[src/rtl/pci_par_unit.sv]
module pci_par_unit #(
  parameter int AD_W = 32,
  parameter int BE_W = 4
) (
  input  logic            clk,
  input  logic            rst_n,
  input  logic [AD_W-1:0] ad_out,
  input  logic [BE_W-1:0] cbe_out,
  input  logic            ad_oe,
  input  logic [AD_W-1:0] ad_in,
  input  logic [BE_W-1:0] cbe_in,
  input  logic            par_in,
  input  logic            rx_addr,
  input  logic            rx_data,
  input  logic            cmd_perr_resp,
  input  logic            cmd_serr_en,
  output logic            par_out,
  output logic            par_oe,
  output logic            perr_n,
  output logic            perr_oe,
  output logic            serr_n,
  output logic            det_perr,
  output logic            sig_serr
);

  localparam int CW = AD_W + BE_W;

  logic [CW-1:0] rx_q;
  logic          addr_chk, data_chk;
  logic          addr_rpt, data_rpt;
  logic          perr_drv, perr_drv_d;
  logic          mism;

  assign mism     = ^{rx_q, par_in};
  assign perr_oe  = perr_drv | perr_drv_d;
  assign sig_serr = ~serr_n;

  always_ff @(posedge clk) begin
    if (!rst_n) begin
      par_out    <= 1'b0;
      par_oe     <= 1'b0;
      rx_q       <= '0;
      addr_chk   <= 1'b0;
      data_chk   <= 1'b0;
      addr_rpt   <= 1'b0;
      data_rpt   <= 1'b0;
      perr_drv   <= 1'b0;
      perr_drv_d <= 1'b0;
      perr_n     <= 1'b1;
      serr_n     <= 1'b1;
      det_perr   <= 1'b0;
    end else begin
      par_out    <= ^{ad_out, cbe_out};
      par_oe     <= ad_oe;
      rx_q       <= {ad_in, cbe_in};
      addr_chk   <= rx_addr;
      data_chk   <= rx_data;
      addr_rpt   <= rx_addr & cmd_perr_resp & cmd_serr_en;
      data_rpt   <= rx_data & cmd_perr_resp;
      perr_drv   <= data_rpt;
      perr_drv_d <= perr_drv;
      perr_n     <= ~(data_rpt & mism);
      serr_n     <= ~(addr_rpt & mism);
      det_perr   <= (addr_chk | data_chk) & mism;
    end
  end

  assert_par_even_R1: assert property (@(posedge clk) disable iff (!rst_n)
    par_oe |-> ((^{$past(ad_out), $past(cbe_out), par_out}) == 1'b0));

  assert_par_oe_on_R2: assert property (@(posedge clk) disable iff (!rst_n)
    ad_oe |=> par_oe);

  assert_par_oe_off_R2: assert property (@(posedge clk) disable iff (!rst_n)
    !ad_oe |=> !par_oe);

  assert_perr_gated_R3: assert property (@(posedge clk) disable iff (!rst_n)
    !perr_n |-> ($past(cmd_perr_resp, 2) && $past(rx_data, 2)));

  assert_perr_driven_R4: assert property (@(posedge clk) disable iff (!rst_n)
    !perr_n |-> perr_oe);

  assert_serr_gated_R5: assert property (@(posedge clk) disable iff (!rst_n)
    !serr_n |-> ($past(cmd_serr_en, 2) && $past(cmd_perr_resp, 2) && $past(rx_addr, 2)));

  assert_serr_flagged_R6: assert property (@(posedge clk) disable iff (!rst_n)
    !serr_n |-> det_perr);

  assert_perr_flagged_R6: assert property (@(posedge clk) disable iff (!rst_n)
    !perr_n |-> det_perr);

endmodule

[config.mk]
export PLATFORM = sky130hd
export DESIGN_NAME = pci_par_unit
export DESIGN_NICKNAME = d
export VERILOG_FILES = /design/src/rtl/pci_par_unit.sv
export SDC_FILE = /design/constraint.sdc
export NUM_CORES = 1
export LEC_CHECK = 0
export BUFFER_PORTS_ARGS = -buffer_cell sky130_fd_sc_hd__buf_2
export CAP_MARGIN = 20
export CORE_ASPECT_RATIO = 1.2
export CORE_MARGIN = 8
export CORE_UTILIZATION = 47
export DETAILED_ROUTE_END_ITERATION = 12
export GPL_TIMING_DRIVEN = 1
export PLACE_DENSITY = 0.79
export SETUP_SLACK_MARGIN = 0.2
export SLEW_MARGIN = 20
export SYNTH_ARGS = -nofsm -noshare
export SYNTH_HDL_FRONTEND = slang
export SYNTH_SLANG_ARGS = --single-unit
[constraint.sdc]
create_clock -name clk -period 2.4 [get_ports clk]
set_clock_uncertainty 0.1 [all_clocks]
set_input_delay 0.72 -clock clk [delete_from_list [all_inputs] [get_ports clk]]
set_output_delay 0.72 -clock clk [all_outputs]
set_load 0.01 [all_outputs]
==> qor.yml <==
cts_max_level: 2
gp_congestion: 0.692
mappedNetlistArea_mm2: 0.00200
vias: 1379
hold_viol: 0
tightest_slew_ns: 0.295
cp-end-kind: "flip-flop"
layout_commonest_cell: "buf_2"
numCtsBuffers: 5
synth_warnings: 0
gr-total-overflow: 0
setup_viol: 0
start_util: 0.480
min_period_ns: 1.95
status: "completed"
io_pins: 87
tns_ns: 0
die_h_um: 87.4
synth.avg_cell_area_um2: 11.3
fp.coreArea_mm2: 0.00416
fp-row-count: 26
grt_use_total: 0.120
port_buffers: 86
nets: 346
cts_tree: "built"
worstPathRequired_ns: 2.49
postCtsHoldBufs: 0
cts_buffer_depth: 2
synthCells: 177
cts_setup_buffers: 0
dieArea_mm2: 0.00660
path_class: "in -> reg"
cts_root_buffer: "clkbuf_8"
power_leakage_nw: 1.24
cp_max_fo: 3
drive_above_1_share: 0.375
synth_top_area_cell: "dfxtp_1"
dr_wl_met3_um: 327
drv_slew: 0
drt_wl_total_mm: 3.60
final_cell_mix: "buf_2 (86), xnor2_1 (48), dfxtp_1 (47)"
hold_path_class: "reg -> reg"
synthTopCellsByArea: "dfxtp_1 (47%), xnor2_1 (21%), and2_1 (13%)"
antenna_left: 0
insertion_delay_ns: 0.30
ys_seq_area_frac: 0.471
dieWidth_um: 75.5
fin_cells: 323
clkTransAtPathRegs_ns: 0.08
grt_pass1_wl_mm: 5.96
final_design_area_no_fill_mm2: 0.00260
synth_seq_cells: 47
top_layer_used: "met4"
drtPass1Iterations: 4
wl_met1_mm: 1.31
cts_sinks: 47
areaGrowthSynthToFinish_pct: 30.4
fin_ws_ns: 0.446
diodes: 0
relSlewSlack: 0.802
cap_violations: 0
dp_cells: 315
syn_nets: 257
startpoint_type: "input pin"
powerDensity_mw_per_mm2: 765
drc: 0
maxClockFrequency_mhz: 512
viasPerCell: 4.27
preCtsSetupSlack_ns: 0.121
critPathArrivalTime_ns: 2.05
met2_length_mm: 1.91
fin_util: 0.625
cts_resized: 0
placed_area_mm2: 0.00249
synth_cell_types: 17
synthDominantCellAreaShare: 0.471
period_share: 0.814
grt_setup_unrepaired: "no"
wl_per_cell_um: 11.1
grt_max_degree: 34
antenna_found_initial: 0
hpwl_mm: 3.01
ir_worst_vdd_v: 0.000451
grt_pass1_vias: 1430
drtIter0Drc: 30
==> Yosys cell counts <==
cell	instances
mux2i_1	3
clkbuf_1	5
xnor3_1	5
or2_2	2
nor2_1	6
mux2_4	1
and2_1	40
o21ai_0	1
xnor2_1	48
xor3_1	1
dfxtp_1	47
xnor3_2	1
xnor2_2	1
and3_1	2
inv_1	3
nand2_1	3
xor2_1	8
==> metrics by stage <==
stage	hold slack [ns]	total power [mW]
6_report	0.354	1.99
5_1_grt	0.376	2.11
4_1_cts	0.355	2.02
3_5_place_dp	0.335	1.44
3_3_place_gp	0.332	1.42
2_1_floorplan	0.321	1.30
==> flip-flops by register name, summed over array words and instances, names as in the netlist <==
register,flops
serr_n,1
data_chk,1
perr_drv_d,1
perr_drv,1
par_out,1
rx_q,36
perr_n,1
data_rpt,1
addr_chk,1
addr_rpt,1
det_perr,1
par_oe,1
==> metal layers <==
metal	track usage	up-vias
met5	0	-
met4	0.0420	0
met3	0.0599	5
met2	0.209	43
met1	0.118	616
li1	-	715
==> cells by family (layout without fill, tap and decap cells) <==
family	after synthesis	after routing	synth area share
compound gates	1	1	0.00250
buf+inv	8	98	0.0150
simple gates	53	53	0.155
xor+xnor	64	64	0.334
flops	47	47	0.471
mux	4	4	0.0226
==> worst paths after layout <==
| check | slack [ns] | end | depth (start not counted) | startpoint |
|---|---|---|---|---|
| min | 0.35 | perr_drv_d | 1 | perr_drv |
| max reg2reg | 0.56 | det_perr | 5 | rx_q[15] |
| max | 0.45 | det_perr | 6 | par_in |
| min reg2reg | 0.35 | perr_drv_d | 1 | perr_drv |
==> critical path, cell delays in order <==
cell and delay, ns:
buf_2 0.10, xnor2_1 0.13, xnor2_1 0.24, xnor2_2 0.15, xnor3_2 0.40, mux2_4 0.31
==> final cells by class <==
class | instances | area [um^2]
clock buffer | 6 | 82.6
clock inverter | 2 | 35.0
fill | 373 | 1560
inverter | 3 | 11.3
multi-input combinational | 122 | 1030
sequential | 47 | 941
tap | 56 | 70.1
timing repair buffer | 87 | 438
==> where the power goes <==
part	internal, mW	leakage (nW)	switching [mW]
Combinational	0.351	0.788	0.208
Sequential	0.834	0.390	0.0177
Clock	0.337	0.0612	0.243
Total	1.52	1.24	0.469
Power figures use the tool's default switching activity.
